## config.mk

```make
export PLATFORM = sky130hd
export DESIGN_NAME = regport_decoder
export DESIGN_NICKNAME = d
export VERILOG_FILES = /design/src/rtl/rp_pkg.sv /design/src/rtl/rp_dma_stub.sv /design/src/rtl/rp_local_regs.sv /design/src/rtl/rp_fwd_ctrl.sv /design/src/rtl/regport_decoder.sv
export SDC_FILE = /design/constraint.sdc
export NUM_CORES = 1
export LEC_CHECK = 0
export BUFFER_PORTS_ARGS = -buffer_cell sky130_fd_sc_hd__clkbuf_2
export CORE_UTILIZATION = 47
export CTS_BUF_LIST = sky130_fd_sc_hd__clkbuf_16
export CTS_CLUSTER_DIAMETER = 60
export DETAILED_ROUTE_END_ITERATION = 10
export PLACE_DENSITY = 0.75
export SYNTH_ARGS = -nofsm -noshare
export SYNTH_HDL_FRONTEND = slang
export SYNTH_SLANG_ARGS = --single-unit
```

## constraint.sdc

```tcl
create_clock -name clk -period 2.15 [get_ports clk]
set_input_delay 0.215 -clock clk [delete_from_list [all_inputs] [get_ports clk]]
set_output_delay 0.215 -clock clk [all_outputs]
set_load 0.01 [all_outputs]
```

## src/rtl/rp_pkg.sv

```systemverilog
// Shared definitions for the register port decoder.
// Assumes byte addressing with 32-bit words; addresses are compared whole.
package rp_pkg;
    // Source of a completed read returned to the requester
    typedef enum logic [1:0] {
        SRC_NONE  = 2'd0,
        SRC_LOCAL = 2'd1,
        SRC_FWD   = 2'd2
    } rd_src_e;
endpackage

```

## src/rtl/rp_dma_stub.sv

```systemverilog
// Stand-in for the per-channel streaming register region.
// Decodes its address range; reads return zero, writes are discarded.
// Assumes the caller only consults rdata when hit is high.
module rp_dma_stub #(
    parameter int ADDR_W = 20,
    parameter int DATA_W = 32,
    parameter logic [ADDR_W-1:0] LO = 20'h00200,
    parameter logic [ADDR_W-1:0] HI = 20'h005FC
) (
    input  logic [ADDR_W-1:0] addr,
    output logic              hit,
    output logic [DATA_W-1:0] rdata
);
    // Range decode and constant-zero data
    always_comb begin
        hit   = (addr >= LO) && (addr <= HI);
        rdata = '0;
    end
endmodule

```

## src/rtl/rp_local_regs.sv

```systemverilog
// Local register file: signature, counter frequency, two scratch words,
// plus the stubbed streaming region. Reads complete one cycle after the
// accepting edge with registered data. Assumes rd_acc/wr_acc are only
// raised for addresses outside the forwarding window.
module rp_local_regs #(
    parameter int ADDR_W = 20,
    parameter int DATA_W = 32,
    parameter logic [DATA_W-1:0] SIG_WORD  = 32'h52504443,
    parameter logic [DATA_W-1:0] FREQ_WORD = 32'd175000000,
    parameter logic [ADDR_W-1:0] SIG_ADDR  = 20'h00000,
    parameter logic [ADDR_W-1:0] FREQ_ADDR = 20'h0000C,
    parameter logic [ADDR_W-1:0] SCR0_ADDR = 20'h00010,
    parameter logic [ADDR_W-1:0] SCR1_ADDR = 20'h00014
) (
    input  logic              clk,
    input  logic              rst_n,
    input  logic              wr_acc,
    input  logic              rd_acc,
    input  logic [ADDR_W-1:0] addr,
    input  logic [DATA_W-1:0] wdata,
    output logic              rc_q,
    output logic [DATA_W-1:0] rdata_q
);
    logic [DATA_W-1:0] scr0, scr1;
    logic [DATA_W-1:0] lookup;
    logic              stub_hit;
    logic [DATA_W-1:0] stub_data;

    rp_dma_stub #(.ADDR_W(ADDR_W), .DATA_W(DATA_W)) u_stub (
        .addr  (addr),
        .hit   (stub_hit),
        .rdata (stub_data)
    );

    // Read data selection for the presented address
    always_comb begin
        if (stub_hit)                lookup = stub_data;
        else if (addr == SIG_ADDR)   lookup = SIG_WORD;
        else if (addr == FREQ_ADDR)  lookup = FREQ_WORD;
        else if (addr == SCR0_ADDR)  lookup = scr0;
        else if (addr == SCR1_ADDR)  lookup = scr1;
        else                         lookup = '0;
    end

    // Scratch register updates on accepted writes
    always_ff @(posedge clk) begin
        if (!rst_n) begin
            scr0 <= '0;
            scr1 <= '0;
        end else if (wr_acc) begin
            if (addr == SCR0_ADDR) scr0 <= wdata;
            if (addr == SCR1_ADDR) scr1 <= wdata;
        end
    end

    // Registered read completion and data
    always_ff @(posedge clk) begin
        if (!rst_n) begin
            rc_q    <= 1'b0;
            rdata_q <= '0;
        end else begin
            rc_q <= rd_acc;
            if (rd_acc) rdata_q <= lookup;
        end
    end


    local_rc_lat_chk: assert property (@(posedge clk) disable iff (!rst_n)
        rd_acc |=> rc_q);


    scr0_hold_chk: assert property (@(posedge clk) disable iff (!rst_n)
        !(wr_acc && addr == SCR0_ADDR) |=> $stable(scr0));


    scr1_hold_chk: assert property (@(posedge clk) disable iff (!rst_n)
        !(wr_acc && addr == SCR1_ADDR) |=> $stable(scr1));
endmodule

```

## src/rtl/rp_fwd_ctrl.sv

```systemverilog
// Pass-through controller for the downstream client port.
// Presents in-window requests unchanged downstream, tracks one pending
// forwarded read and returns the client's data one cycle after its
// completion pulse. Assumes the client pulses dn_rc only for a read it
// has accepted.
module rp_fwd_ctrl #(
    parameter int ADDR_W = 20,
    parameter int DATA_W = 32,
    parameter int LEN_W  = 2
) (
    input  logic              clk,
    input  logic              rst_n,
    input  logic              req_wr,
    input  logic              req_rd,
    input  logic              in_win,
    input  logic [ADDR_W-1:0] addr,
    input  logic [DATA_W-1:0] wdata,
    input  logic [LEN_W-1:0]  len,
    input  logic              dn_rdy,
    input  logic              dn_rc,
    input  logic [DATA_W-1:0] dn_rdata,
    output logic              dn_wr,
    output logic              dn_rd,
    output logic [ADDR_W-1:0] dn_addr,
    output logic [DATA_W-1:0] dn_wdata,
    output logic [LEN_W-1:0]  dn_len,
    output logic              busy,
    output logic              fwd_rdy,
    output logic              rc_q,
    output logic [DATA_W-1:0] rdata_q
);
    // Downstream request presentation, gated while a read is pending
    always_comb begin
        dn_wr    = req_wr && in_win && !busy;
        dn_rd    = req_rd && in_win && !busy;
        dn_addr  = addr;
        dn_wdata = wdata;
        dn_len   = len;
        fwd_rdy  = !busy && dn_rdy;
    end

    // Pending-read tracking and completion return
    always_ff @(posedge clk) begin
        if (!rst_n) begin
            busy    <= 1'b0;
            rc_q    <= 1'b0;
            rdata_q <= '0;
        end else begin
            rc_q <= 1'b0;
            if (busy) begin
                if (dn_rc) begin
                    busy    <= 1'b0;
                    rc_q    <= 1'b1;
                    rdata_q <= dn_rdata;
                end
            end else if (dn_rd && dn_rdy) begin
                busy <= 1'b1;
            end
        end
    end


    fwd_rc_src_chk: assert property (@(posedge clk) disable iff (!rst_n)
        rc_q |-> ($past(dn_rc) && $past(busy)));


    busy_start_chk: assert property (@(posedge clk) disable iff (!rst_n)
        $rose(busy) |-> ($past(dn_rd) && $past(dn_rdy)));
endmodule

```

## src/rtl/regport_decoder.sv

```systemverilog
// Register port decoder top level.
// Splits requester traffic between the local register file and the
// downstream pass-through window, and merges the two completion paths.
// Assumes the requester holds a request until ready and then drops it.
module regport_decoder #(
    parameter int ADDR_W = 20,
    parameter int DATA_W = 32,
    parameter int LEN_W  = 2,
    parameter logic [ADDR_W-1:0] WIN_LO = 20'h40000,
    parameter logic [ADDR_W-1:0] WIN_HI = 20'h7FFFC
) (
    input  logic              clk,
    input  logic              rst_n,
    input  logic              up_wr,
    input  logic              up_rd,
    input  logic [ADDR_W-1:0] up_addr,
    input  logic [DATA_W-1:0] up_wdata,
    input  logic [LEN_W-1:0]  up_len,
    output logic [DATA_W-1:0] up_rdata,
    output logic              up_rc,
    output logic              up_rdy,
    output logic              dn_wr,
    output logic              dn_rd,
    output logic [ADDR_W-1:0] dn_addr,
    output logic [DATA_W-1:0] dn_wdata,
    output logic [LEN_W-1:0]  dn_len,
    input  logic [DATA_W-1:0] dn_rdata,
    input  logic              dn_rc,
    input  logic              dn_rdy
);
    import rp_pkg::*;

    logic              in_win, busy, fwd_rdy, acc;
    logic              loc_wr_acc, loc_rd_acc;
    logic              loc_rc, fwd_rc;
    logic [DATA_W-1:0] loc_rdata, fwd_rdata;
    rd_src_e           src;

    // Window decode and acceptance
    always_comb begin
        in_win     = (up_addr >= WIN_LO) && (up_addr <= WIN_HI);
        up_rdy     = in_win ? fwd_rdy : !busy;
        acc        = (up_wr || up_rd) && up_rdy;
        loc_wr_acc = acc && up_wr && !in_win;
        loc_rd_acc = acc && up_rd && !in_win;
    end

    rp_local_regs #(.ADDR_W(ADDR_W), .DATA_W(DATA_W)) u_local (
        .clk     (clk),
        .rst_n   (rst_n),
        .wr_acc  (loc_wr_acc),
        .rd_acc  (loc_rd_acc),
        .addr    (up_addr),
        .wdata   (up_wdata),
        .rc_q    (loc_rc),
        .rdata_q (loc_rdata)
    );

    rp_fwd_ctrl #(.ADDR_W(ADDR_W), .DATA_W(DATA_W), .LEN_W(LEN_W)) u_fwd (
        .clk      (clk),
        .rst_n    (rst_n),
        .req_wr   (up_wr),
        .req_rd   (up_rd),
        .in_win   (in_win),
        .addr     (up_addr),
        .wdata    (up_wdata),
        .len      (up_len),
        .dn_rdy   (dn_rdy),
        .dn_rc    (dn_rc),
        .dn_rdata (dn_rdata),
        .dn_wr    (dn_wr),
        .dn_rd    (dn_rd),
        .dn_addr  (dn_addr),
        .dn_wdata (dn_wdata),
        .dn_len   (dn_len),
        .busy     (busy),
        .fwd_rdy  (fwd_rdy),
        .rc_q     (fwd_rc),
        .rdata_q  (fwd_rdata)
    );

    // Completion merge toward the requester
    always_comb begin
        if (loc_rc)      src = SRC_LOCAL;
        else if (fwd_rc) src = SRC_FWD;
        else             src = SRC_NONE;
        case (src)
            SRC_LOCAL: up_rdata = loc_rdata;
            SRC_FWD:   up_rdata = fwd_rdata;
            default:   up_rdata = '0;
        endcase
        up_rc = (src != SRC_NONE);
    end


    rc_exclusive_chk: assert property (@(posedge clk) disable iff (!rst_n)
        !(loc_rc && fwd_rc));


    dn_strobe_win_chk: assert property (@(posedge clk) disable iff (!rst_n)
        (dn_wr || dn_rd) |-> (up_addr >= WIN_LO && up_addr <= WIN_HI));
endmodule

```

# After elaboration in Yosys (flattened, before gate mapping)

Index checks and enable logic that the tools add are counted.
W data, S select, Z words.

$add $sub $neg: 0
$mul: 0
Divide/modulo/power cells: 0
Magnitude comparators: 4
Equality and inequality tests: 5
Shift-type cells: 0
Muxes and demuxes: 13
Bitwise operators: 0
Reductions and logical operators: 22

Operator list:

| operator               | count |
|---|---|
| $mux W32               | 5 |
| $pmux W32 S2           | 1 |
| $eq A20 B5 Y1 const B  | 2 |
| $eq A20 B4 Y1 const B  | 1 |
| $ge A20 B10 Y1 const B | 1 |
| $ge A20 B19 Y1 const B | 1 |
| $le A20 B11 Y1 const B | 1 |
| $le A20 B19 Y1 const B | 1 |
| $logic_not A20 Y1      | 1 |
| $logic_and A1 B1 Y1    | 13 |
| $reduce_and A2 Y1      | 4 |
| $mux W1                | 5 |
| $mux W2                | 2 |
| $eq A2 B1 Y1 const B   | 1 |
| $eq A2 B2 Y1 const B   | 1 |
| $logic_not A1 Y1       | 2 |
| $reduce_bool A2 Y1     | 1 |
| $logic_or A1 B1 Y1     | 1 |

Register bits after elaboration: 131
Latch bits: 0
Memory bits (writable): 0
Bits in read-only memories: 0
Input bits: 92
Output and inout port bits: 90
Word-level logic and storage cells: 51
Memories kept: 0

# Longest topological paths before layout

Gate-level depths: netlist (run 1).

Depth after elaboration: 7
Depth in mapped cells: 7

# Cells and area by module

A second synthesis (run 1) with hierarchy kept.

Cells, all modules: 845
Area, all modules: 7,293.2 um2

By module, submodules not included:

| module          | times used | cells each | area an instance (um2) | seq. area each (um2) |
|---|---|---|---|---|
| rp_local_regs   | 1          | 538        | 4,623.2                | 1,941.9 |
| rp_fwd_ctrl     | 1          | 209        | 1,924.3                | 680.7 |
| regport_decoder | 1          | 55         | 440.4                  | 0.0 |
| rp_dma_stub     | 1          | 43         | 305.3                  | 0.0 |

# Least setup slack after synthesis (run 1)

No wires, ideal clock.

Path type: input -> register
From: in up_addr[2]
To: reg u_local.rdata_q[0]
Library setup time: 0.117 ns
Data arrival time: 1.913 ns
Required time: 2.033 ns
Slack: 0.120 ns
Cell stages on the path: 7
Cell sequence: buf_4 nand4_1 or3_4 o311a_4 o31a_1 buf_2 a32o_1

Word-level cells in the longest chain between the ends: 6
Elaborated cells on any way between the ends: 20
Those cells by class: order compare: 4; eq/ne: 3; mux: 6; reduce/logical: 7

Ends and longest elaborated chain:

| what                                                   | RTL line                                   | text |
|---|---|---|
| from (decl)                                            | regport_decoder.sv:16                      | `input logic [ADDR_W-1:0] up_addr,` |
| $ge A20 B19 Y1 (tied with other cells)                 | regport_decoder.sv:41                      | `in_win = (up_addr >= WIN_LO) && (up_addr <= WIN_HI);` |
| $logic_and A1 B1 Y1 / $mux W32 (equally long branches) | regport_decoder.sv:41, rp_local_regs.sv:41 |  |
| $mux W1 / $mux W32 (equally long branches)             | regport_decoder.sv:42, rp_local_regs.sv:40 |  |
| $logic_and A1 B1 Y1 / $mux W32 (equally long branches) | regport_decoder.sv:43, rp_local_regs.sv:39 |  |
| $logic_and A1 B1 Y1 / $mux W32 (equally long branches) | regport_decoder.sv:45, rp_local_regs.sv:38 |  |
| $logic_and A1 B1 Y1 / $mux W32 (equally long branches) | regport_decoder.sv:45, rp_local_regs.sv:37 |  |
| to (signal assigned)                                   | rp_local_regs.sv:63                        | `if (rd_acc) rdata_q <= lookup;` |
| to (decl)                                              | rp_local_regs.sv:22                        | `output logic [DATA_W-1:0] rdata_q` |

Several ways; a longest one is shown, not always the timed one.
A chain may end at the register's enable or synchronous reset.

# Final worst setup path (run 1)

From: reg u_fwd.rc_q
To: out up_rdata[27]

Word-level cells in the longest chain between the ends: 4
Elaborated cells on any way between the ends: 5
Those cells by class: eq/ne: 2; mux: 3

Ends and longest elaborated chain:

| what                                                | RTL line              | text |
|---|---|---|
| from (decl)                                         | rp_fwd_ctrl.sv:29     | `output logic rc_q,` |
| from (signal assigned)                              | rp_fwd_ctrl.sv:46     | `rc_q <= 1'b0;` |
| from (signal assigned)                              | rp_fwd_ctrl.sv:49     | `rc_q <= 1'b0;` |
| from (signal assigned)                              | rp_fwd_ctrl.sv:53     | `rc_q <= 1'b1;` |
| $mux W2 (*)                                         | regport_decoder.sv:85 | `else if (fwd_rc) src = SRC_FWD;` |
| $mux W2 (*)                                         | regport_decoder.sv:84 | `if (loc_rc) src = SRC_LOCAL;` |
| $eq A2 B2 Y1 / $eq A2 B1 Y1 (equally long branches) | regport_decoder.sv:87 | `case (src)` |
| $pmux W32 S2 (*)                                    | regport_decoder.sv:87 |  |
| to (decl)                                           | regport_decoder.sv:19 | `output logic [DATA_W-1:0] up_rdata,` |

Every way passes the cells marked *; elsewhere a longest branch is shown, timed or not.

==> metrics, run 1 <==
status=finished, final reports clean; initial DRC count=343; drc violations=0; DP Area=6630 sq um; fmax=522 MHz; critical setup path kind=flop to primary output; sequential fraction of the synthesis area=0.440; most frequent cells in the layout=clkbuf_2, dfxtp_1, mux2i_1; RD Place Congestion=0.827; GRT Overall Usage=0.216; min cycle time layout=1.92 ns; wire per inst=15.1 um; Root Buffer=clkbuf_16; # diodes=0; internal power=4.03 mW; multi-input logic area=2740 sq um; DRT antenna net count=0; Core Util, Final=0.588; Sw Share=0.230; placed insts=873; worst-skew pair later-pin latency=0.41 ns; CTS tree=yes; Comb pwr share=0.068; vias in the first global route=4357; grt total ovfl=0; post-synthesis average cell area=9.76 sq um; CTS Buffer Depth=2; ranking of synthesized cells by area=dfxtp_1, mux2i_1, buf_4; final worst-path setup slack=0.235 ns; pwr/cell area=733 nW/um^2; H-tree levels=4; Req. time, crit path=1.93 ns; yosys warns=0; final hold viol count=0; Cell Count, Final, Fillers Out=906; #FFs+latches synth=131; Crit Path Max Fanout=24; clock share of power=0.463; Post-Route WL=13700 um; top cell type's share of synthesized area=0.440; Worst-Margin Slew=0.617 ns; Setup Skew=0.00830 ns; crit end category=primary output; fillcell total=1065; Crit path arrival time=1.70 ns; # rows=40; Mapped Cells=611; critical path startpoint category=flop; initial core utilization=0.490; Die Width=115 um; fin nets=817; worst setup path startpoint=u_fwd.rc_q; Yosys cell types=37; vias per cell=5.11; hpwl dp=9870 um; Final Power=5.24 mW; syn_nets=703; P&R area growth vs syn=19.9%; max-cap check violation count=0; final hold slack=0.0177 ns; worst vdd ir=0.569 mV; DP Worst Slack=0.0125 ns; final instance area=7150 sq um; register area=2620 sq um; boundary pin count=182; Static Leak=3.11 nW; Die Y=115 um; RR Startpoint=u_fwd.busy; clock slew at reported path FFs=0.05 ns; min-delay src=dn_rdata[5]; RSZ-0062 raised after global routing=false; P_sw=1.21 mW; port buffer count=177; Die Footprint=13100 sq um; 1st-pass router iterations=4; first-pass GRT wire length=21700 um; max_slew headroom=0.589; core area=12200 sq um; vias=4627; sequential share of power=0.468; share of cells above drive strength 1=0.309; Hold Crit Class=primary input to flop; CTS Buf Count=17; final setup fails=0; final-report max-slew violation count=0; # clock sinks=131; Period Utilization, post-route=0.891; area leader, netlist=dfxtp_1; post-CTS setup repair buffer count=0; Total Neg Setup Slack=0 ns; initial antenna violation count=0; Syn Std Cell Area=5960 sq um; largest net degree at the start of global routing=66; commonest non-fill, non-tap cell in the layout=clkbuf_2
[power groups by stage]
stage / combinational (mW) / sequential, mW / clock, mW
final: 0.357 / 2.45 / 2.43
after global routing: 0.386 / 2.45 / 2.58
after CTS: 0.357 / 2.45 / 2.47
after detailed placement: 0.356 / 2.50 / 0
after global placement: 0.349 / 2.50 / 0
after floorplan: 0.243 / 2.49 / 0
[registers in the layout, indices dropped and copies added, names as in the netlist]
signal           flops
u_local.rdata_q     32
u_fwd.rc_q           1
u_fwd.busy           1
u_local.scr0        32
u_local.rc_q         1
u_local.scr1        32
u_fwd.rdata_q       32
[path summary, 6_finish.rpt]
path,endpoint,slack (ns),cells past startpoint
hold reg to reg,u_local.rdata_q[16],0.47,1
hold / removal,u_fwd.rdata_q[5],0.02,2
setup / recovery,up_rdata[27],0.23,4
setup reg to reg,u_local.scr0[18],0.56,5
[critical path, cell delays in order (launching register included)]
cell      delay, ns
dfxtp_1        0.49
buf_4          0.32
nand2_1        0.08
o21ai_0        0.21
clkbuf_2       0.17
[repair_timing]
action | in CTS | in global routing
gates resized for setup | 0 | 0
hold buffers | 0 | 1
endpoints found under the hold margin | 0 | 1
[per-layer routing]
layer  track usage  up-vias  wire (um)
met5             0        -          0
met4        0.0597        0        133
met3        0.0667       11        778
met2         0.338      127       6310
met1         0.287     2171       6480
li1              -     2318          -
[synthesized netlist by cell type]
master,n
or3_4,1
o2bb2ai_1,14
nor2_1,4
inv_1,3
and3_1,1
or2_2,1
a21boi_1,1
buf_4,58
buf_6,1
nand4_1,5
nand2_1,67
buf_2,5
and3b_1,2
o21ai_0,51
clkbuf_1,31
nor3_1,2
a21oi_1,1
mux2i_1,96
nand3b_1,1
nor2b_1,65
o31a_1,1
and2_1,3
and4b_1,1
a22o_1,40
nor4b_1,1
buf_1,3
a31oi_1,1
dfxtp_1,131
o311a_4,1
a311oi_4,1
xor2_1,1
nor3b_1,1
or4_1,3
a32o_1,10
nand3_1,1
and4_1,1
nor3_2,1
[layout make-up]
class	count	share of cell area
clock buffer	17	0.0595
clock inverter	15	0.0110
inverter	3	0.00158
multi-input combinational	379	0.383
sequential	131	0.367
tap	168	0.0294
timing repair buffer	193	0.148
[kinds of logic after synthesis]
| family | share of synthesized area |
|---|---|
| compound gates | 0.152 |
| mux | 0.161 |
| simple gates | 0.143 |
| flops | 0.440 |
| xor+xnor | 0.00147 |
| buf+inv | 0.102 |
Power figures use the tool's default switching activity.
==> run 2, diff against run 1 <==
GPL_TIMING_DRIVEN = 0   (was not set)
SLEW_MARGIN = 20   (was not set)
==> metrics, run 2 (synthesized netlist as in run 1, its figures left out) <==
status=finished, final reports clean (unchanged); RSZ-0062 raised after global routing=false (unchanged); Setup Skew=0.00413 ns (was 0.00830 ns); final hold viol count=0 (unchanged); pwr/cell area=712 nW/um^2 (was 733 nW/um^2); Total Neg Setup Slack=0 ns (unchanged); worst-skew pair later-pin latency=0.41 ns (about the same); vias in the first global route=4850 (was 4357); Sw Share=0.223 (was 0.230); CTS tree=yes (unchanged); P&R area growth vs syn=27.1% (was 19.9%); core area=12200 sq um (unchanged); Die Y=115 um (unchanged); placed insts=957 (was 873); most frequent cells in the layout=clkbuf_2, dfxtp_1, mux2i_1 (unchanged); drc violations=0 (unchanged); worst vdd ir=0.520 mV (was 0.569 mV); final-report max-slew violation count=0 (unchanged); sequential share of power=0.453 (was 0.468); initial DRC count=401 (was 343); Period Utilization, post-route=0.941 (was 0.891); fin nets=900 (was 817); Crit path arrival time=1.81 ns (was 1.70 ns); final hold slack=0.0154 ns (was 0.0177 ns); # diodes=0 (unchanged); worst setup path startpoint=u_local.rc_q (was u_fwd.rc_q); DP Worst Slack=-0.246 ns (was 0.0125 ns); RD Place Congestion=0.884 (was 0.827); 1st-pass router iterations=4 (unchanged); vias=5007 (was 4627); fmax=494 MHz (was 522 MHz); Post-Route WL=15100 um (was 13700 um); GRT Overall Usage=0.239 (was 0.216); hpwl dp=11400 um (was 9870 um); clock slew at reported path FFs=0.05 ns (about the same); wire per inst=15.3 um (was 15.1 um); largest net degree at the start of global routing=17 (was 66); Die Width=115 um (unchanged); Crit Path Max Fanout=10 (was 24); max-cap check violation count=0 (unchanged); DRT antenna net count=0 (unchanged); critical path startpoint category=flop (unchanged); initial antenna violation count=0 (unchanged); Comb pwr share=0.084 (was 0.068); min cycle time layout=2.02 ns (was 1.92 ns); clock share of power=0.463 (about the same); RR Startpoint=u_fwd.busy (unchanged); H-tree levels=4 (unchanged); grt total ovfl=0 (unchanged); final worst-path setup slack=0.126 ns (was 0.235 ns); Final Power=5.39 mW (was 5.24 mW); Die Footprint=13100 sq um (unchanged); first-pass GRT wire length=24300 um (was 21700 um); internal power=4.19 mW (was 4.03 mW); Root Buffer=clkbuf_16 (unchanged); boundary pin count=182 (unchanged); # hold bufs at CTS=0 (unchanged); Hold Crit Class=primary input to flop (unchanged); Worst R2R Setup Slack=0.28 ns (was 0.56 ns); critical setup path kind=flop to primary output (unchanged); final setup fails=0 (unchanged); Hold EP=u_fwd.rdata_q[11] (was u_fwd.rdata_q[5]); # rows=40 (unchanged); # clock sinks=131 (unchanged); initial core utilization=0.490 (unchanged); max_slew headroom=0.454 (was 0.589); Cell Count, Final, Fillers Out=987 (was 906); hold depth=2 (unchanged); Worst-Margin Slew=0.819 ns (was 0.617 ns); crit end category=primary output (unchanged); CTS Buffer Depth=2 (unchanged); FF-to-FF End=u_local.scr1[15] (was u_local.scr0[18]); share of cells above drive strength 1=0.337 (was 0.309); commonest non-fill, non-tap cell in the layout=clkbuf_2 (unchanged); vias per cell=5.07 (was 5.11); P_sw=1.20 mW (was 1.21 mW); min-delay src=dn_rdata[11] (was dn_rdata[5]); CTS Buf Count=17 (unchanged); Static Leak=3.40 nW (was 3.11 nW); Req. time, crit path=1.93 ns (about the same); port buffer count=178 (was 177); worst reg2reg path depth=6 (was 5)
-- run 2: cell count changes in the layout (fill, tap and decap cells not counted), moves of 2 or more --
| cell | previous run | this run |
|---|---|---|
| buf_4 | 11 | 58 |
| clkbuf_1 | 0 | 25 |
| clkbuf_2 | 177 | 185 |
| buf_2 | 0 | 5 |
| buf_12 | 4 | 0 |
| clkinvlp_4 | 4 | 0 |
| clkinv_1 | 2 | 5 |
| buf_1 | 0 | 2 |
| clkinv_2 | 6 | 4 |
-- run 2: stage by stage --
stage               utilization  area, sq um
detailed placement        0.581         7060
global route              0.623         7580
floorplan                     -         5960
finish                    0.623         7580
CTS                       0.622         7570
global placement          0.581         7060
-- run 2: power groups by stage --
stage | registers [mW] | logic [mW] | clock network [mW]
detailed placement | 2.50 | 0.451 | 0
global placement | 2.50 | 0.443 | 0
floorplan | 2.49 | 0.243 | 0
finish | 2.45 | 0.453 | 2.50
CTS | 2.45 | 0.454 | 2.51
global route | 2.44 | 0.488 | 2.65
-- run 2: area by class of cell --
class | count | area, sq um
Fill cell | 1043 | 4590
Multi-Input combinational cell | 379 | 2730
Sequential cell | 131 | 2620
Timing Repair Buffer | 178 | 891
Buffer | 98 | 608
Clock buffer | 17 | 425
Tap cell | 168 | 210
Clock inverter | 13 | 80.1
Inverter | 3 | 11.3
-- run 2: worst max-delay path by stage --
stage / to / slack (ns) / cells after the start
after CTS: up_rdata[8] / 0.004 / 5
after global routing: up_rdata[10] / 0.03 / 5
final: up_rdata[10] / 0.13 / 5
after detailed placement: u_local.scr1[15] / -0.25 / 7
after global placement: u_local.scr1[11] / -0.19 / 7
after floorplan: u_local.rdata_q[0] / 0.12 / 7
-- run 2: critical path, stage by stage, from the launching register on --
cell	delay (ns)
dfxtp_1	0.33
clkbuf_1	0.31
clkbuf_1	0.35
nand2_1	0.15
o21ai_0	0.10
clkbuf_2	0.16
-- run 2: timing repair --
item                                    CTS  global route
setup buffers                             0             0
endpoints found under the setup margin    0            37
gates resized for setup                   0            13
-- run 2: routing by layer --
layer,global-route usage,routed length (um),vias to the layer above
met5,0,0,-
met4,0.0771,193,0
met3,0.0455,811,20
met2,0.393,7120,167
met1,0.316,6950,2328
li1,-,-,2492
